[src/rtl/resv_arb_pkg.sv]
package resv_arb_pkg;
    typedef enum logic [1:0] {
        ST_FREE = 2'd0,
        ST_TENT = 2'd1,
        ST_HELD = 2'd2
    } hold_e;
endpackage

[src/rtl/resv_rr_pick.sv]
// Round-robin pick: first set request at or after ptr, wrapping.
module resv_rr_pick #(
    parameter int N  = 5,
    parameter int IW = $clog2(N)
) (
    input  logic [N-1:0]  req,
    input  logic [IW-1:0] ptr,
    output logic          found,
    output logic [IW-1:0] idx
);
    always_comb begin
        int j;
        found = 1'b0;
        idx   = '0;
        for (int k = 0; k < N; k++) begin
            j = int'(ptr) + k;
            if (j >= N) j = j - N;
            if (!found && req[IW'(j)]) begin
                found = 1'b1;
                idx   = IW'(j);
            end
        end
    end
endmodule

[src/rtl/resv_onehot.sv]
module resv_onehot #(
    parameter int N  = 5,
    parameter int IW = $clog2(N)
) (
    input  logic          en,
    input  logic [IW-1:0] idx,
    output logic [N-1:0]  vec
);
    for (genvar g = 0; g < N; g++) begin : g_bit
        assign vec[g] = en && (idx == IW'(g));
    end
endmodule

[src/rtl/resv_out_arb.sv]
module resv_out_arb
    import resv_arb_pkg::*;
#(
    parameter int NUM_IN = 5
) (
    input  logic              clk,
    input  logic              rst_n,
    input  logic [NUM_IN-1:0] conf_req,
    input  logic [NUM_IN-1:0] tent_req,
    input  logic [NUM_IN-1:0] flit_valid,
    input  logic [NUM_IN-1:0] flit_tail,
    input  logic [NUM_IN-1:0] kill,
    output logic [NUM_IN-1:0] grant,
    output logic              grant_tent
);
    localparam int IW = (NUM_IN > 1) ? $clog2(NUM_IN) : 1;
    localparam int NLVL = 2;  // level 0 confirmed, level 1 tentative

    typedef struct packed {
        hold_e         st;
        logic [IW-1:0] owner;
        logic [IW-1:0] cptr;
        logic [IW-1:0] tptr;
    } arb_s;

    arb_s cur_q, nxt_d;

    logic [NUM_IN-1:0] lvl_req [NLVL];
    logic [IW-1:0]     lvl_ptr [NLVL];
    logic              lvl_found [NLVL];
    logic [IW-1:0]     lvl_idx [NLVL];

    assign lvl_req[0] = conf_req;
    assign lvl_req[1] = tent_req;
    assign lvl_ptr[0] = cur_q.cptr;
    assign lvl_ptr[1] = cur_q.tptr;

    for (genvar l = 0; l < NLVL; l++) begin : g_lvl
        resv_rr_pick #(.N(NUM_IN), .IW(IW)) u_pick (
            .req  (lvl_req[l]),
            .ptr  (lvl_ptr[l]),
            .found(lvl_found[l]),
            .idx  (lvl_idx[l])
        );
    end

    function automatic logic [IW-1:0] step_ptr(input logic [IW-1:0] w);
        return (w == IW'(NUM_IN - 1)) ? '0 : w + 1'b1;
    endfunction

    logic own_flit, own_tail, own_kill, own_conf, own_tent;
    assign own_flit = flit_valid[cur_q.owner];
    assign own_tail = flit_tail[cur_q.owner];
    assign own_kill = kill[cur_q.owner];
    assign own_conf = conf_req[cur_q.owner];
    assign own_tent = tent_req[cur_q.owner];

    always_comb begin
        nxt_d = cur_q;
        case (cur_q.st)
            ST_FREE: begin
                if (lvl_found[0]) begin
                    nxt_d.st    = ST_HELD;
                    nxt_d.owner = lvl_idx[0];
                    nxt_d.cptr  = step_ptr(lvl_idx[0]);
                end else if (lvl_found[1]) begin
                    nxt_d.st    = ST_TENT;
                    nxt_d.owner = lvl_idx[1];
                    nxt_d.tptr  = step_ptr(lvl_idx[1]);
                end
            end
            ST_TENT: begin
                if (own_kill) begin
                    nxt_d.st = ST_FREE;
                end else if (own_flit) begin
                    nxt_d.st = own_tail ? ST_FREE : ST_HELD;
                end else if (own_conf) begin
                    nxt_d.st = ST_HELD;
                end else if (lvl_found[0]) begin
                    nxt_d.st    = ST_HELD;
                    nxt_d.owner = lvl_idx[0];
                    nxt_d.cptr  = step_ptr(lvl_idx[0]);
                end else if (!own_tent) begin
                    nxt_d.st = ST_FREE;
                end
            end
            ST_HELD: begin
                if (own_kill || (own_flit && own_tail)) nxt_d.st = ST_FREE;
            end
            default: nxt_d.st = ST_FREE;
        endcase
    end

    always_ff @(posedge clk or negedge rst_n) begin
        if (!rst_n) begin
            cur_q <= '{st: ST_FREE, owner: '0, cptr: '0, tptr: '0};
        end else begin
            cur_q <= nxt_d;
        end
    end

    resv_onehot #(.N(NUM_IN), .IW(IW)) u_dec (
        .en (cur_q.st != ST_FREE),
        .idx(cur_q.owner),
        .vec(grant)
    );
    assign grant_tent = (cur_q.st == ST_TENT);

    // Assertions on port behaviour
    p_onehot_r10: assert property (@(posedge clk) disable iff (!rst_n)
        $onehot0(grant));

    p_conf_first_r1: assert property (@(posedge clk) disable iff (!rst_n)
        (grant == '0 && conf_req != '0) |=> (grant != '0 && !grant_tent));

    p_kill_free_r7: assert property (@(posedge clk) disable iff (!rst_n)
        ((grant & kill) != '0) |=> (grant == '0));

    p_tail_free_r8: assert property (@(posedge clk) disable iff (!rst_n)
        (grant != '0 && !grant_tent && (grant & flit_valid & flit_tail) != '0)
        |=> (grant == '0));

    p_hold_r8: assert property (@(posedge clk) disable iff (!rst_n)
        (grant != '0 && !grant_tent && (grant & (kill | flit_tail)) == '0)
        |=> $stable(grant));

    p_revoke_r5: assert property (@(posedge clk) disable iff (!rst_n)
        (grant_tent && (grant & (flit_valid | kill | conf_req)) == '0
         && (conf_req & ~grant) != '0)
        |=> (!grant_tent && grant != '0 && grant != $past(grant)));
endmodule

[config.mk]
export PLATFORM = sky130hd
export DESIGN_NAME = resv_out_arb
export DESIGN_NICKNAME = d
export VERILOG_FILES = /design/src/rtl/resv_arb_pkg.sv /design/src/rtl/resv_rr_pick.sv /design/src/rtl/resv_onehot.sv /design/src/rtl/resv_out_arb.sv
export SDC_FILE = /design/constraint.sdc
export NUM_CORES = 1
export LEC_CHECK = 0
export ABC_AREA = 1
export ABC_CLOCK_PERIOD_IN_PS = 3100
export BUFFER_PORTS_ARGS = -buffer_cell sky130_fd_sc_hd__buf_2
export CAP_MARGIN = 10
export CORE_MARGIN = 2
export CORE_UTILIZATION = 25
export DETAILED_ROUTE_END_ITERATION = 8
export SETUP_SLACK_MARGIN = 0.3
export SLEW_MARGIN = 10
export SYNTH_ARGS = -nofsm -noshare
export SYNTH_HDL_FRONTEND = slang
export SYNTH_HIERARCHICAL = 1
export SYNTH_SLANG_ARGS = --single-unit
[constraint.sdc]
create_clock -name clk -period 3.1 [get_ports clk]
set_input_delay 0.62 -clock clk [delete_from_list [all_inputs] [get_ports clk]]
set_output_delay 0.62 -clock clk [all_outputs]
set_load 0.005 [all_outputs]
### After elaboration in Yosys (flattened, before gate mapping)

Index checks and enable logic that the tools add are counted.
W data, S select, Z words.

* equality and inequality tests: 16
* add/sub/neg operators: 20
* reductions and logical operators: 31
* bitwise operators: 1
* magnitude comparators: 21
* mux-type cells: 88

Operator list (number)
* $mux W3: 23
* $lt A3 B5 Y1 const B: 10
* $bmux W1 S3: 15
* $mux W1: 35
* $ge A4 B3 Y1 const B: 8
* $sub A3 B3 Y3 const B: 10
* $mux W6: 4
* $add A3 B2 Y4 const B: 4
* $logic_and A1 B1 Y1: 14
* $mux W2: 7
* $pmux W6 S2: 1
* $reduce_and A6 Y1: 2
* $mux W5: 2
* $eq A3 B3 Y1 const B: 3
* $add A3 B1 Y4 const B: 2
* $add A3 B3 Y4 const B: 2
* $logic_not A1 Y1: 8
* $ne A2 B2 Y1 const B: 4
* $add A3 B1 Y3 const B: 2
* $eq A3 B2 Y1 const B: 2
* $ge A3 B3 Y1 const B: 2
* $ne A6 B5 Y1 const B: 1
* $pmux W2 S3: 1
* $reduce_and A3 Y1: 2
* other kinds (11): 13

* register bits after elaboration: 11
* word-level logic and storage cells: 181

### Depth between registers and ports, before layout

Gate-level depths: netlist (run 1).

* word-level depth: 25
* depth in mapped cells: 23
* mapped depth without buffers: 22

### Hierarchy

The synthesis (run 1) kept the hierarchy.

By module, submodules not included
* resv_rr_pick: sequential area each 0.0 um^2, area an instance 919.6 um^2, times used 2, cells each 161
* resv_out_arb: sequential area each 275.3 um^2, area an instance 987.2 um^2, times used 1, cells each 145
* resv_onehot: sequential area each 0.0 um^2, area an instance 55.1 um^2, times used 1, cells each 14

### Worst setup path after synthesis (run 1)

OpenSTA, ideal clock, no wires.

* path type: flip-flop to flip-flop
* start: register cur_q[3] in the netlist's numbering
* end: register cur_q[8] in the netlist's numbering
* library setup time: 0.120 ns
* required time: 2.980 ns
* path slack: 0.040 ns
* stages on the path, launching flop included: 19
* clock period less this slack: 3.060 ns
* data arrival time: 2.939 ns
* path through: dfrtp_1 -> buf_6 -> inv_2 -> ha_1 -> inv_1 -> fa_1 -> inv_1 -> nand2_1 -> o21ai_0 -> nand3_1 -> nand3_1 -> nand2_2 -> nor2_4 -> nand4_1 -> inv_1 -> o21ai_1 -> mux2_2 -> nand2_1 -> nand2_1

RTL lines
* start: declaration: RTL line resv_out_arb.sv:26 `arb_s cur_q, nxt_d;`
* start signal: assignment: RTL line resv_out_arb.sv:96 `cur_q <= '{st: ST_FREE, owner: '0, cptr: '0, tptr: '0};`
* start signal: assignment: RTL line resv_out_arb.sv:98 `cur_q <= nxt_d;`

==> metrics, run 1 <==
vias in the first global route=3,321; Most flops, register=cur_q; area grow syn2layout=44.7%; 1st-pass router iterations=4; Setup TNS=0 ns; mux contribution to synthesized area=0.782%; Synthesized Nets=530; Post-Synth Simple-Gate Area=55.8%; cell family with most CP delay=simple AND/OR/NAND/NOR gates; row count=39; Die X=111 microns; Post-Route WL=9700 microns; Highest Clock Rate=353 MHz; Top FF cell, synth=dfrtp_1; commonest non-fill, non-tap cells in the layout=nand2_1, nand3_1, buf_4; status=finished, final reports clean; Critical Path Max Stage Delay=0.44 ns; clk_skew=0.00613 ns; Worst path slowest cell=dfrtp_2; HP Class=input pin to asynchronous set/reset pin; Adder-Cell Fraction of Synth Area=10.1%; CP bufs+invs=5; Worst-path clk slew=0.05 ns; hold_ws=0.259 ns; clk buf depth=2; Post-Synth XOR/XNOR Area=2.34%; final period utilization=91.3%; crit path launch type=flop; Critical Path Fanout Max=7; CTS H-Tree Depth=1; synth unique cells=32; max cap viols=0; number of buffers created by CTS=3; Gate Count Post-Synth=481; DRT iter0 DRCs=181; crit path DAT=2.96 ns; RSZ-0062 raised after global routing=true; Async SR Flop Fraction=100%; Setup crit end kind=flop; RePlAce Congestion=0.904; Mapped Area=2880 sq um; CTS tree=yes; final setup fails=0; Worst-Margin Slew=0.621 ns; Seq/Total Area, Yosys=9.55%; first-pass GRT wire length=15,500 microns; Die Y=111 microns; clk sinks=11; worst path cell trace=inv_6 -> ha_4 -> inv_2 -> fa_2 -> buf_4 -> nor2_4 -> o22ai_4 -> buf_4 -> nand3_2 -> nand2_2 -> nor2_4 -> nand4_1 -> inv_1 -> o21ai_2 -> mux2_4 -> nand2_2 -> nand2_1; Post-synth EDFFs=0; Core Box Area=11,300 sq um; fin. max-slew vios=0; die footprint=12,400 sq um; Worst EP required=3.23 ns; Ys Warns=6; GRT Util Overall=14.7%; max reg flops=11; detailed placer's ending HPWL=7160 microns; antenna cell count=0; DR vias=3,529; Wirelength per Cell=13.6 microns; top flop regs=cur_q (11); complex-gate fraction of the synthesized area=10.6%; total grt overflow=0; clock root buffer=clkbuf_16; fin crit period=2.83 ns; initial antenna violation count=0; post-synthesis register bit count=11; antenna-violating nets left=0; kind of critical path=flop to flop; main combinational cell family by area after synthesis=simple AND/OR/NAND/NOR gates; largest net degree at the start of global routing=18; worst relative slew slack=58.6%; Initial Utilization=25.5%; commonest non-fill, non-tap cell in the layout=nand2_1; filler instances=1,180; I/O Buffers=32; layout cells sized above 1=42.4%; later-pin clock latency in the skew report=0.24 ns; remaining routing DRC violations=0; Final Hold Viols=0; Final nets=619; vias per cell=4.96; Syn Area/Cell=5.99 sq um; io pins=33
[cells by family after synthesis]
kind of cell | count (synthesis)
AND/OR/NAND/NOR | 309
XOR/XNOR | 6
flip-flops | 11
AO/OA/AOI/OAI | 55
adder cells (fa/ha/maj) | 22
buffers and inverters | 76
multiplexers | 2
[cell type report]
| type | count | area [sq um] | area share, % |
|---|---|---|---|
| multi-input cells | 394 | 2740 | 65.7 |
| repair buffers | 89 | 612 | 14.7 |
| flip-flops and latches | 11 | 282 | 6.75 |
| inverters | 71 | 279 | 6.69 |
| well taps | 143 | 179 | 4.29 |
| clock buffers | 4 | 78.8 | 1.89 |
[per-stage QoR]
stage          cells  area [sq um]  setup slack, ns  utilization [%]
2_1_floorplan    481          2920            0.297                -
3_3_place_gp     668          3340           0.0883             29.5
3_5_place_dp     668          3340           0.0465             29.5
4_1_cts          695          3840            0.302             33.9
5_1_grt          712          4170           0.0911             36.8
6_report         712          4170            0.271             36.8
[final timing paths]
path / start / end / slack, ns / cells after the start
max in group asynchronous: rst_n / cur_q[3]$_DFFE_PN0P_ / 2.58 / 1
max reg2reg: cur_q[3]$_DFFE_PN0P_ / cur_q[8]$_DFFE_PN0P_ / 0.27 / 17
min reg2reg: cur_q[9]$_DFFE_PN0P_ / cur_q[10]$_DFFE_PN0P_ / 0.55 / 3
max: cur_q[3]$_DFFE_PN0P_ / cur_q[8]$_DFFE_PN0P_ / 0.27 / 17
min: rst_n / cur_q[0]$_DFFE_PN0P_ / 0.26 / 1
min in group clk: cur_q[9]$_DFFE_PN0P_ / cur_q[10]$_DFFE_PN0P_ / 0.55 / 3
[worst register-to-register path, cell delays in order, from the launching register on]
cell,delay [ns]
dfrtp_2,0.44
inv_6,0.07
ha_4,0.13
inv_2,0.04
fa_2,0.36
buf_4,0.17
nor2_4,0.10
o22ai_4,0.09
buf_4,0.14
nand3_2,0.07
nand2_2,0.07
nor2_4,0.16
nand4_1,0.23
inv_1,0.15
o21ai_2,0.09
mux2_4,0.31
nand2_2,0.06
nand2_1,0.04
[layer usage]
metal / vias to the layer above / global-route usage, % / routed length [microns]
met2: 96 / 26.9 / 5050
met4: 0 / 3.05 / 150
met3: 16 / 1.20 / 365
met5: - / 0 / 0
li1: 1769 / - / -
met1: 1648 / 18.8 / 4130
[cell usage after synthesis, types with 2 or more instances]
| library cell | instances | share of area [%] |
|---|---|---|
| a21oi_1 | 3 | 0.52 |
| and2_1 | 2 | 0.43 |
| buf_2 | 2 | 0.35 |
| buf_6 | 3 | 1.2 |
| dfrtp_1 | 11 | 9.6 |
| fa_1 | 2 | 1.4 |
| ha_1 | 20 | 8.7 |
| inv_1 | 62 | 8.1 |
| inv_2 | 9 | 1.2 |
| mux2_2 | 2 | 0.78 |
| nand2_1 | 134 | 17 |
| nand2_2 | 12 | 2.6 |
| nand2_4 | 10 | 3.9 |
| nand3_1 | 73 | 13 |
| nand3_2 | 14 | 4.9 |
| nand3_4 | 4 | 2.4 |
| nand3b_1 | 2 | 0.52 |
| nand4_1 | 23 | 5.0 |
| nor2_1 | 28 | 3.6 |
| nor2_4 | 5 | 2.0 |
| nor3_1 | 2 | 0.35 |
| o211ai_1 | 4 | 1.0 |
| o21ai_0 | 28 | 4.9 |
| o21ai_1 | 11 | 1.9 |
| o21ai_2 | 2 | 0.61 |
| o22ai_1 | 3 | 0.65 |
| o31ai_1 | 2 | 0.52 |
| xnor2_1 | 2 | 0.61 |
| xor2_1 | 2 | 0.61 |
| xor2_2 | 2 | 1.1 |
[what timing repair did]
action,4_1_cts,5_1_grt
hold buffers,0,0
resized for setup,68,53
pin swaps,35,36
endpoints found under the setup margin,11,11
setup buffers,23,17
Power of run 1 is not shown: default switching activity piles up to over one toggle a cycle in this logic, so the estimate is an artifact.
==> run 2: changes to the inputs <==
- CORE_UTILIZATION: 25 -> 55
- PLACE_DENSITY: unset -> 0.79
- RECOVER_POWER: unset -> 50
==> run 2 against run 1 <==
Highest routed layer unchanged. Sequential share of layout area up 0.46 points. Register-to-register slack worse by 0.20 ns. First-iteration DRC count rose to 2.8 times the previous value. Via count up 8.3%. Clock skew up 0.00081 ns. Non-clock buffer count down 18. Maximum frequency down 6.5%. Die area down 53%. Critical path depth up 1. Worst hold slack better by 0.15 ns. Global-route usage up 15 points.
==> metrics, run 2 (synthesized netlist as in run 1, its figures left out) <==
max cap viols=0; R2R depth=18; met2 Usage GRT=51.2%; Post-Route WL=10,500 microns; Wirelength per Cell=17.0 microns; GRT busiest layer=met2; routing usage on met3=4.38%; RePlAce Congestion=1.03; layout cells sized above 1=39.2%; Critical Path Fanout Max=5; Most flops, register=cur_q; detailed placer's ending HPWL=6440 microns; clk buf depth=2; DR vias=3,822; Final nets=601; Worst-path clk slew=0.06 ns; clk_skew=0.00694 ns; kind of critical path=flop to flop; largest net degree at the start of global routing=18; 1st-pass router iterations=6; antenna-violating nets left=0; crit path DAT=3.18 ns; row count=26; GRT Util Overall=29.6%; final period utilization=97.7%; Worst EP required=3.25 ns; FF-to-FF End=cur_q[2]$_DFFE_PN0P_; Final Hold Viols=0; area grow syn2layout=35.4%; DRT iter0 DRCs=512; Worst-Margin Slew=0.726 ns; die footprint=5830 sq um; FF-to-FF Start=cur_q[1]$_DFFE_PN0P_; final setup fails=0; clock root buffer=clkbuf_8; later-pin clock latency in the skew report=0.24 ns; Die X=76.4 microns; vias per cell=6.15; Core Box Area=5070 sq um; CTS H-Tree Depth=1; remaining routing DRC violations=0; Setup crit end kind=flop; fin crit period=3.03 ns; filler instances=382; I/O Buffers=32; commonest non-fill, non-tap cell in the layout=nand2_1; initial antenna violation count=0; R2R setup slack=0.07 ns; crit path launch type=flop; clk sinks=11; CTS tree=yes; status=finished, final reports clean; placed cell count=588; first-pass GRT wire length=14,600 microns; met1 Use GR=39.2%; RSZ-0062 raised after global routing=true; # hold bufs at CTS=0; CP endpoint=cur_q[2]$_DFFE_PN0P_; antenna cell count=0; Post-Layout Cell Count=621; io pins=33; crit path launch=cur_q[1]$_DFFE_PN0P_; Initial Utilization=56.8%; total grt overflow=0; HP Class=input pin to asynchronous set/reset pin; top flop regs=cur_q (11); Highest Clock Rate=330 MHz; fin. max-slew vios=0; max reg flops=11; Die Y=76.4 microns; vias in the first global route=3,232; number of buffers created by CTS=3; commonest non-fill, non-tap cells in the layout=nand2_1, nand3_1, inv_1; worst relative slew slack=51.6%
==> run 2: cell count changes in the layout (fill, tap and decap cells not counted), sizes merged <==
cell / previous run / this run
clkinv: 0 / 2
inv: 71 / 69
clkbuf: 4 / 6
buf: 89 / 69
==> run 2: routing by layer <==
layer,share of wire [%],routed length [microns],up-vias
met3,11,1140,82
li1,-,-,1744
met2,46,4810,291
met5,0,0,-
met1,38,3970,1705
met4,5.8,612,0
==> run 2: cell type report <==
type	instances	area [sq um]	share of cell area, %
multi-input combinational	394	2740	70.2
clock buffer	4	45.0	1.15
tap	70	87.6	2.24
timing repair buffer	71	465	11.9
sequential	11	282	7.21
inverter	71	282	7.21
==> run 2: critical path, cell delays in order (launching register included) <==
cell     delay [ns]
dfrtp_2        0.46
buf_6          0.16
fa_2           0.42
inv_2          0.13
nand3_2        0.17
nand2_4        0.15
nand2_2        0.08
nand3_2        0.07
nand3_2        0.07
nand2_2        0.09
nand4_1        0.15
nor2_1         0.14
nor2_1         0.07
nand3_2        0.11
inv_2          0.06
ha_1           0.23
o21ai_2        0.11
o21ai_1        0.09
o21ai_1        0.17
==> run 2: what timing repair did <==
action / CTS / global route
setup buffers: 15 / 14
resized for setup: 39 / 80
pin swaps: 30 / 36
endpoints found under the setup margin: 9 / 11
==> run 2: worst min path at each step <==
| stage | start | slack, ns | depth (start not counted) | end |
|---|---|---|---|---|
| floorplan | rst_n | 0.32 | 0 | cur_q[0]$_DFFE_PN0P_ |
| global placement | rst_n | 0.51 | 1 | cur_q[0]$_DFFE_PN0P_ |
| detailed placement | rst_n | 0.52 | 1 | cur_q[0]$_DFFE_PN0P_ |
| CTS | rst_n | 0.26 | 1 | cur_q[0]$_DFFE_PN0P_ |
| global route | rst_n | 0.43 | 1 | cur_q[0]$_DFFE_PN0P_ |
| finish | rst_n | 0.40 | 1 | cur_q[0]$_DFFE_PN0P_ |
==> run 2: metrics by stage <==
step	util [%]	hold WS, ns	setup slack [ns]	area [sq um]	TNS (ns)
floorplan	-	0.324	0.297	2920	0
detailed placement	63.1	0.522	0.125	3200	0
global route	76.9	0.426	-0.0215	3900	-0.0215
finish	76.9	0.405	0.0727	3900	0
CTS	69.0	0.258	0.272	3500	0
global placement	63.1	0.515	0.147	3200	0
Power of run 2 is left out for the same reason.
